--- src/rtl/llcm_pkg.sv ---
// Package llcm_pkg
// Shared offsets, codes and types of the cache maintenance register block.
// Assumes a 16-bit byte-offset bus and 32-bit register words.
package llcm_pkg;
    localparam int ADDR_W = 16;
    localparam int DATA_W = 32;

    localparam int OFS_CFG  = 'h00;
    localparam int OFS_CTRL = 'h08;
    localparam int OFS_CMD  = 'h40;
    localparam int OFS_STAT = 'h80;

    localparam int LAYOUT_BIT = 20;
    localparam int BUSY_BIT   = 14;

    localparam logic [DATA_W-1:0] CODE_WBINV_ALL = 32'h12;

    localparam logic [3:0] STAT_IDLE = 4'h0;
    localparam logic [3:0] STAT_WAIT = 4'h1;
    localparam logic [3:0] STAT_RUN  = 4'h2;

    typedef enum logic [1:0] {
        ENG_INIT = 2'd0,
        ENG_IDLE = 2'd1,
        ENG_RUN  = 2'd2
    } eng_state_e;
endpackage

--- src/rtl/llcm_decode.sv ---
// Module llcm_decode
// Turns a bus offset into hit lines for every register of the block.
// Assumes the compact layout holds at most 4 cores, so its command slots
// never overlap the status word. In the compact layout every core's status
// hit points at the same shared word.
module llcm_decode
    import llcm_pkg::*;
#(
    parameter int NUM_CORES   = 4,
    parameter bit LAYOUT_WIDE = 1'b0
) (
    input  logic [ADDR_W-1:0]    addr,
    output logic                 cfg_hit,
    output logic                 ctrl_hit,
    output logic [NUM_CORES-1:0] cmd_hit,
    output logic [NUM_CORES-1:0] stat_hit
);
    localparam int CMD_STRIDE  = LAYOUT_WIDE ? 'h1000 : 'h10;
    localparam int STAT_STRIDE = LAYOUT_WIDE ? 'h1000 : 0;

    // Fixed single-word registers.
    assign cfg_hit  = (addr == ADDR_W'(OFS_CFG));
    assign ctrl_hit = (addr == ADDR_W'(OFS_CTRL));

    // Per-core slots, spaced by the layout's strides.
    for (genvar k = 0; k < NUM_CORES; k++) begin : g_slot
        assign cmd_hit[k]  = (addr == ADDR_W'(OFS_CMD + k * CMD_STRIDE));
        assign stat_hit[k] = (addr == ADDR_W'(OFS_STAT + k * STAT_STRIDE));
    end
endmodule

--- src/rtl/llcm_engine.sv ---
// Module llcm_engine
// Holds the queue of accepted commands, picks the lowest queued core and
// walks all sets once per command. It also runs the initialisation sweep
// that follows reset. Assumes cmd_go pulses for one cycle per accepted write.
// If a core's sweep finishes in the same cycle that core writes a new
// command, the finish wins and the new command is dropped.
module llcm_engine
    import llcm_pkg::*;
#(
    parameter int NUM_CORES = 4,
    parameter int NUM_SETS  = 16,
    localparam int SET_W    = (NUM_SETS > 1) ? $clog2(NUM_SETS) : 1,
    localparam int CORE_W   = (NUM_CORES > 1) ? $clog2(NUM_CORES) : 1
) (
    input  logic                   clk,
    input  logic                   rst_n,
    input  logic [NUM_CORES-1:0]   cmd_go,
    output logic                   init_busy,
    output logic [4*NUM_CORES-1:0] status,
    output logic                   sweep_init,
    output logic                   sweep_wbinv,
    output logic [SET_W-1:0]       sweep_set
);
    localparam logic [SET_W-1:0] LAST_SET = SET_W'(NUM_SETS - 1);

    eng_state_e           state;
    logic [SET_W-1:0]     cnt;
    logic [CORE_W-1:0]    active;
    logic [NUM_CORES-1:0] pending;
    logic [CORE_W-1:0]    pick;
    logic [NUM_CORES-1:0] done_mask;
    logic                 at_last;

    assign at_last = (cnt == LAST_SET);

    // Lowest-numbered queued core wins.
    always_comb begin
        pick = '0;
        for (int k = NUM_CORES - 1; k >= 0; k--) begin
            if (pending[k]) pick = CORE_W'(k);
        end
    end

    // Clears the queue bit of the core whose sweep ends this cycle.
    always_comb begin
        done_mask = '0;
        if (state == ENG_RUN && at_last) done_mask[active] = 1'b1;
    end

    // Sequencing of init, idle and command sweeps, plus the command queue.
    always_ff @(posedge clk) begin
        if (!rst_n) begin
            state   <= ENG_INIT;
            cnt     <= '0;
            active  <= '0;
            pending <= '0;
        end else begin
            pending <= (pending | cmd_go) & ~done_mask;
            unique case (state)
                ENG_INIT: begin
                    cnt   <= at_last ? '0 : cnt + 1'b1;
                    state <= at_last ? ENG_IDLE : ENG_INIT;
                end
                ENG_IDLE: begin
                    cnt <= '0;
                    if (|pending) begin
                        state  <= ENG_RUN;
                        active <= pick;
                    end
                end
                ENG_RUN: begin
                    cnt   <= at_last ? '0 : cnt + 1'b1;
                    state <= at_last ? ENG_IDLE : ENG_RUN;
                end
                default: state <= ENG_IDLE;
            endcase
        end
    end

    // Per-core status code: idle, waiting or running.
    for (genvar k = 0; k < NUM_CORES; k++) begin : g_stat
        assign status[4*k +: 4] = !pending[k] ? STAT_IDLE :
                                  (state == ENG_RUN && active == CORE_W'(k)) ? STAT_RUN : STAT_WAIT;

        p_fall_at_end_r5: assert property (@(posedge clk) disable iff (!rst_n)
            $fell(pending[k]) |-> $past(state == ENG_RUN && active == CORE_W'(k) && cnt == LAST_SET));

        p_rise_on_go_r8: assert property (@(posedge clk) disable iff (!rst_n)
            $rose(pending[k]) |-> $past(cmd_go[k]));

        p_lowest_first_r7: assert property (@(posedge clk) disable iff (!rst_n)
            (state == ENG_IDLE && pending[k] && ((pending & NUM_CORES'((1 << k) - 1)) == '0))
            |=> (state == ENG_RUN && active == CORE_W'(k)));
    end

    assign init_busy   = (state == ENG_INIT);
    assign sweep_init  = (state == ENG_INIT);
    assign sweep_wbinv = (state == ENG_RUN);
    assign sweep_set   = cnt;

    p_set_step_r6: assert property (@(posedge clk) disable iff (!rst_n)
        (state == ENG_RUN && $past(state) == ENG_RUN) |-> cnt == SET_W'($past(cnt) + 1'b1));

    p_init_end_r3: assert property (@(posedge clk) disable iff (!rst_n)
        $fell(init_busy) |-> $past(cnt) == LAST_SET);
endmodule

--- src/rtl/llcm_regblock.sv ---
// Module llcm_regblock
// Register front end of the last-level cache maintenance logic: configuration
// word, control word, per-core command slots and status. Assumes NUM_CORES is
// at most 4 in the compact layout and at most 8 in the wide layout, and that
// NUM_SETS is at least 2.
module llcm_regblock
    import llcm_pkg::*;
#(
    parameter int NUM_CORES   = 4,
    parameter int NUM_SETS    = 16,
    parameter bit LAYOUT_WIDE = 1'b0,
    localparam int SET_W      = (NUM_SETS > 1) ? $clog2(NUM_SETS) : 1
) (
    input  logic              clk,
    input  logic              rst_n,
    input  logic [ADDR_W-1:0] bus_addr,
    input  logic              bus_we,
    input  logic [DATA_W-1:0] bus_wdata,
    output logic [DATA_W-1:0] bus_rdata,
    output logic              sweep_init,
    output logic              sweep_wbinv,
    output logic [SET_W-1:0]  sweep_set
);
    localparam logic [DATA_W-1:0] CFG_WORD  = DATA_W'(LAYOUT_WIDE) << LAYOUT_BIT;
    localparam logic [DATA_W-1:0] BUSY_MASK = DATA_W'(1) << BUSY_BIT;
    localparam int                PACK_STEP = LAYOUT_WIDE ? 0 : 4;

    logic                   cfg_hit, ctrl_hit;
    logic [NUM_CORES-1:0]   cmd_hit, stat_hit, cmd_go;
    logic                   init_busy;
    logic [4*NUM_CORES-1:0] status;
    logic [DATA_W-1:0]      ctrl_q;

    llcm_decode #(.NUM_CORES(NUM_CORES), .LAYOUT_WIDE(LAYOUT_WIDE)) u_decode (
        .addr     (bus_addr),
        .cfg_hit  (cfg_hit),
        .ctrl_hit (ctrl_hit),
        .cmd_hit  (cmd_hit),
        .stat_hit (stat_hit)
    );

    // A command slot accepts only the whole-cache writeback-and-invalidate code.
    assign cmd_go = (bus_we && bus_wdata == CODE_WBINV_ALL) ? cmd_hit : '0;

    llcm_engine #(.NUM_CORES(NUM_CORES), .NUM_SETS(NUM_SETS)) u_engine (
        .clk         (clk),
        .rst_n       (rst_n),
        .cmd_go      (cmd_go),
        .init_busy   (init_busy),
        .status      (status),
        .sweep_init  (sweep_init),
        .sweep_wbinv (sweep_wbinv),
        .sweep_set   (sweep_set)
    );

    // Control word storage; the busy position is never stored.
    always_ff @(posedge clk) begin
        if (!rst_n)                ctrl_q <= '0;
        else if (bus_we && ctrl_hit) ctrl_q <= bus_wdata & ~BUSY_MASK;
    end

    // Read mux: OR of every register that decodes at this offset.
    always_comb begin
        bus_rdata = '0;
        if (cfg_hit)  bus_rdata = bus_rdata | CFG_WORD;
        if (ctrl_hit) bus_rdata = bus_rdata | ctrl_q | (init_busy ? BUSY_MASK : '0);
        for (int k = 0; k < NUM_CORES; k++) begin
            if (stat_hit[k])
                bus_rdata = bus_rdata | (DATA_W'(status[4*k +: 4]) << (PACK_STEP * k));
        end
    end

    p_ctrl_hold_r2: assert property (@(posedge clk) disable iff (!rst_n)
        !(bus_we && ctrl_hit) |=> $stable(ctrl_q));

    p_strobe_excl_r12: assert property (@(posedge clk) disable iff (!rst_n)
        !(sweep_init && sweep_wbinv));
endmodule

--- config.mk ---
export PLATFORM = sky130hd
export DESIGN_NAME = llcm_regblock
export DESIGN_NICKNAME = d
export VERILOG_FILES = /design/src/rtl/llcm_pkg.sv /design/src/rtl/llcm_decode.sv /design/src/rtl/llcm_engine.sv /design/src/rtl/llcm_regblock.sv
export SDC_FILE = /design/constraint.sdc
export NUM_CORES = 1
export LEC_CHECK = 0
export ABC_AREA = 0
export ABC_CLOCK_PERIOD_IN_PS = 1800
export BUFFER_PORTS_ARGS = -buffer_cell sky130_fd_sc_hd__buf_2
export CAP_MARGIN = 20
export CELL_PAD_IN_SITES_DETAIL_PLACEMENT = 0
export CELL_PAD_IN_SITES_GLOBAL_PLACEMENT = 2
export CORE_UTILIZATION = 24
export CTS_CLUSTER_SIZE = 20
export DETAILED_ROUTE_END_ITERATION = 10
export HOLD_SLACK_MARGIN = 0.08
export PLACE_DENSITY_LB_ADDON = 0.25
export RECOVER_POWER = 50
export SYNTH_ARGS = -nofsm -noshare
export SYNTH_HDL_FRONTEND = slang
export SYNTH_HIERARCHICAL = 1
export SYNTH_SLANG_ARGS = --single-unit
--- constraint.sdc ---
create_clock -name clk -period 1.8 [get_ports clk]
set_input_delay 0.09 -clock clk [delete_from_list [all_inputs] [get_ports clk]]
set_output_delay 0.09 -clock clk [all_outputs]
set_load 0.05 [all_outputs]
# [Word-level counts from Yosys, hierarchy flattened]
# Cells that the tools add are included.
[totals] regBits=43 inputBits=51 output_inout_bits=38
[classes] n_addsub=1 order_cmp=2 n_eq_ne=14 muxes=28 bitwise=8 reduce_logical=14
[ops] operator="$mux 32" n=5
[ops] operator="$eq 16x7->1 const B" n=4
[ops] operator="$eq 32x5->1 const B" n=1
[ops] operator="$or 32x12->32" n=1
[ops] operator="$or 32x15->32" n=1
[ops] operator="$or 32x16->32" n=1
[ops] operator="$or 32x4->32" n=1
[ops] operator="$or 32x8->32" n=1
[ops] operator="$mux 4" n=7
[ops] operator="$mux 2" n=10
[ops] operator="$eq 16x4->1 const B" n=1
[ops] operator="$eq 16x8->1 const B" n=1
[ops] operator="$mux 15" n=1
[ops] operator="$logic_and 1x1->1" n=8
[ops] operator="$pmux 4 s2" n=1
[ops] operator="$eq 2x2->1 const B" n=3
[ops] operator="$pmux 2 s3" n=1
[ops] operator="$add 4x1->4 const B" n=1
[ops] operator="$and 4x4->4" n=1
[ops] operator="$eq 2x1->1 const B" n=2
[ops] operator="$eq 4x4->1 const B" n=1
[ops] operator="$logic_not 2->1" n=2
[ops] operator="$not 4->4" n=1
[ops] operator="$or 4x4->4" n=1
[ops] operator="other kinds (9)" n=10

# [Depth between registers and ports, before layout]
[logic_depth] depth_word=12 ltp_mapped=8 mapped_depth_nobuf=7

# [Hierarchy]
# The synthesis kept the hierarchy.
[by_module_without_submodules] module="llcm_regblock" n_inst=1 cells_each=191 area_each_um2=1529.0 seq_area_each_um2=620.6
[by_module_without_submodules] module="llcm_engine" n_inst=1 cells_each=80 area_each_um2=689.4 seq_area_each_um2=240.2
[by_module_without_submodules] module="llcm_decode" n_inst=1 cells_each=25 area_each_um2=143.9 seq_area_each_um2=0.0

# [Least setup slack after synthesis]
# OpenSTA, ideal clock, no wires.
[synth_timing] path_kind="input port to output port" startpoint="in bus_addr[1]" endpoint="out bus_rdata[13]" arrival_ps=1838 required_time_ps=1710 setup_slack_ps=-128 stages=5 path_buffers=2 path_cell_list="or4_1 buf_2 nor3_1 buf_4 a22o_1"
[synth_via] elab_cells_between_ends=11 cone_classes="2 x eq/ne; 5 x mux; 4 x bitwise"
[synth_lines] element="from (decl)" line_no="llcm_regblock.sv:16" text="input logic [ADDR_W-1:0] bus_addr,"
[synth_lines] element="$eq 16x8->1 *" line_no="llcm_decode.sv:28" text="assign stat_hit[k] = (addr == ADDR_W'(OFS_STAT + k * STAT_STRIDE));"
[synth_lines] element="via stat_hit[0]" line_no="llcm_regblock.sv:29" text="logic [NUM_CORES-1:0] cmd_hit, stat_hit, cmd_go;"
[synth_lines] element="$mux 32" line_no="llcm_regblock.sv:68" text="if (stat_hit[k])"
[synth_lines] element="$or 32x8->32" line_no="llcm_regblock.sv:69" text="bus_rdata = bus_rdata | (DATA_W'(status[4*k +: 4]) << (PACK_STEP * k));"
[synth_lines] element="$mux 32" line_no="llcm_regblock.sv:68"
[synth_lines] element="$or 32x12->32" line_no="llcm_regblock.sv:69"
[synth_lines] element="$mux 32" line_no="llcm_regblock.sv:68"
[synth_lines] element="$or 32x16->32" line_no="llcm_regblock.sv:69"
[synth_lines] element="$mux 32 *" line_no="llcm_regblock.sv:68"
[synth_lines] element="to (decl)" line_no="llcm_regblock.sv:19" text="output logic [DATA_W-1:0] bus_rdata,"
# The timed path passes the listed nets; every way through them passes the cells marked *.

# [Worst setup path after layout]
[layout_timing] startpoint="reg u_engine.state[0]" endpoint="out bus_rdata[5]"
[layout_via] elab_chain_len=10
[layout_lines] element="from (decl)" line_no="llcm_engine.sv:26" text="eng_state_e state;"
[layout_lines] element="from (signal assigned)" line_no="llcm_engine.sv:62" text="state <= at_last ? ENG_IDLE : ENG_INIT;"
[layout_lines] element="from (signal assigned)" line_no="llcm_engine.sv:73" text="state <= at_last ? ENG_IDLE : ENG_RUN;"
[layout_lines] element="$eq 2x2->1 *" line_no="llcm_engine.sv:83" text="(state == ENG_RUN && active == CORE_W'(k)) ? STAT_RUN : STAT_WAIT;"
[layout_lines] element="$logic_and 1x1->1 *" line_no="llcm_engine.sv:83"
[layout_lines] element="$mux 2 *" line_no="llcm_engine.sv:83"
[layout_lines] element="$mux 4 *" line_no="llcm_engine.sv:82" text="assign status[4*k +: 4] = !pending[k] ? STAT_IDLE :"
[layout_lines] element="via status[5]" line_no="llcm_regblock.sv:31" text="logic [4*NUM_CORES-1:0] status;"
[layout_lines] element="$or 32x8->32 *" line_no="llcm_regblock.sv:69"
[layout_lines] element="$mux 32 *" line_no="llcm_regblock.sv:68"
[layout_lines] element="$or 32x12->32" line_no="llcm_regblock.sv:69"
[layout_lines] element="$mux 32 *" line_no="llcm_regblock.sv:68"
[layout_lines] element="$or 32x16->32" line_no="llcm_regblock.sv:69"
[layout_lines] element="$mux 32 *" line_no="llcm_regblock.sv:68"
# Marks and branches as above.

==> metrics.yaml <==
grt:
  met1_usage_pct: 19.1
  antenna_found_initial: 0
  grt_pass1_wl_um: 11500
  grt_use_met3_pct: 2.91
  grt_overflow: 0
  grt_pass1_vias: 2336
  track_usage_pct: 14.4
  busiest_layer: "met2"
  use_met2_pct: 23.7
  grt_max_degree: 24
routing:
  drc: 0
  route.vias.total: 2344
  wl_um: 6950
  first_iter_violations: 56
  drt-pass1-iter-count: 4
  wl_per_cell_um: 12.7
  ant_nets: 0
  vias_per_cell: 4.27
worst_hold_path:
  hold_start: "rst_n"
  min_path_type: "in2reg"
floorplan:
  fp.dieArea_um2: 10200
  rows: 35
  core-area_um2: 9370
  io_pins: 89
  die_h_um: 101
  start_util_pct: 25.2
  die_w_um: 101
finish:
  area_growth_pct: 47.8
  fin_util_pct: 37.2
  diodes: 0
  finalNetCount: 471
  drive_above_1_share_pct: 32.1
synth:
  syn_area_um2: 2360
  synthCells: 295
  synth_area_per_cell_um2: 7.99
  yosys_warnings: 6
sta:
  fin_crit_ns: 1.74
  relSlewSlack_pct: 59.8
  setup_slack_ns: 0.0557
  finalHoldViolCount: 0
  skew_ns: 0.00884
  setup_viol_count_final: 0
  totalNegativeSetupSlack_ns: 0
  slew_viol_final: 0
  finalCritPeriodShare_pct: 96.9
  tightest_slew_ns: 0.605
  max_freq_mhz: 573
setup_path:
  worstSetupStartpoint: "u_engine/state[0]"
  crit_required_ns: 1.71
  critPathArrivalTime_ns: 1.65
  cp-end-kind: "primary output"
  r2r_start: "u_engine/state[0]"
  criticalPathCategory: "reg2out"
  cp_max_fo: 5
  startpoint_type: "flop"
placed_design:
  place_ws_ns: -0.137
  gp_congestion: 0.721
  port_buffers: 88
  dpl.hpwl_um: 5130
clock_network:
  cts_tree: "yes"
  clk_latency_ns: 0.30
  h-tree-depth: 2
  cts_sinks: 43
  clockBufferDepth: 2
  path_clk_slew_ns: 0.09
  cts_root_buf: "clkbuf_8"
  numCtsBuffers: 5
job:
  max-cap-violations: 0
status:
  status: "finished clean"
power_and_ir_drop:
  design_power_total_uw: 2010
  powerDensity_nw_per_um2: 576
  p_leak_uw: 0.00144
  ir_drop_uv: 273
## area by class of cell
cell class	instances	area [um2]
Clock buffer	6	82.6
Clock inverter	2	38.8
Fill cell	1017	5890
Inverter	7	26.3
Multi-Input combinational cell	224	1370
Sequential cell	43	862
Tap cell	129	161
Timing Repair Buffer	138	938
## layer usage
layer / up-vias / wire length, um
met5: - / 0
met4: 0 / 51
met3: 5 / 238
met2: 44 / 3240
met1: 1055 / 3420
li1: 1240 / -
## critical path, stage by stage, from the launching register on
cell and delay, ns:
dfxtp_2 0.33, and2b_2 0.24, and3b_2 0.24, and2_1 0.15, a22o_2 0.24, buf_6 0.16
## where the power goes
group | internal, uW | switching (uW) | total (uW)
clock network | 457 | 373 | 830
logic | 115 | 97.3 | 212
registers | 956 | 8.91 | 965
## layout by cell type, fill, tap and decap left out, drive strengths merged, types with 4 or more instances in the layout
| cell type | instances |
|---|---|
| a22o | 16 |
| a21oi | 7 |
| nor3 | 4 |
| buf | 95 |
| conb | 8 |
| and2 | 21 |
| dlygate4sd3 | 31 |
| nand2b | 4 |
| clkbuf | 18 |
| nor4 | 14 |
| nand2 | 70 |
| o21ai | 7 |
| nor2b | 7 |
| dfxtp | 43 |
| a21boi | 31 |
| nor2 | 6 |
| inv | 8 |
## final timing paths
path | endpoint | slack (ns) | cells after the start
worst min register to register | ctrl_q[22] | 0.45 | 2
worst max-delay path | bus_rdata[5] | 0.06 | 5
worst min-delay path | ctrl_q[2] | 0.24 | 2
worst max register to register | u_engine/state[0] | 0.29 | 4
## sequential cells by signal, summed over array words and instances (netlist names)
| register | cells |
|---|---|
| u_engine/sweep_set | 4 |
| u_engine/pending | 4 |
| ctrl_q | 31 |
| u_engine/active | 2 |
| u_engine/state | 2 |
## through the flow
stage | instance area, um2 | hold slack [ns] | std cells
2_1_floorplan | 2400 | 0.225 | 302
3_3_place_gp | 2970 | 0.345 | 506
3_5_place_dp | 2970 | 0.352 | 506
4_1_cts | 3410 | 0.247 | 545
5_1_grt | 3480 | 0.258 | 549
6_report | 3480 | 0.237 | 549
## repair_timing
item / 4_1_cts / 5_1_grt
hold buffers: 31 / 0
endpoints found under the hold margin: 31 / 0
buffers inserted: 0 / 4
endpoints found under the setup margin: 2 / 20
gates resized for setup: 2 / 22
pin swaps: 0 / 2
cloned: 0 / 0
Power figures use the tool's default switching activity.
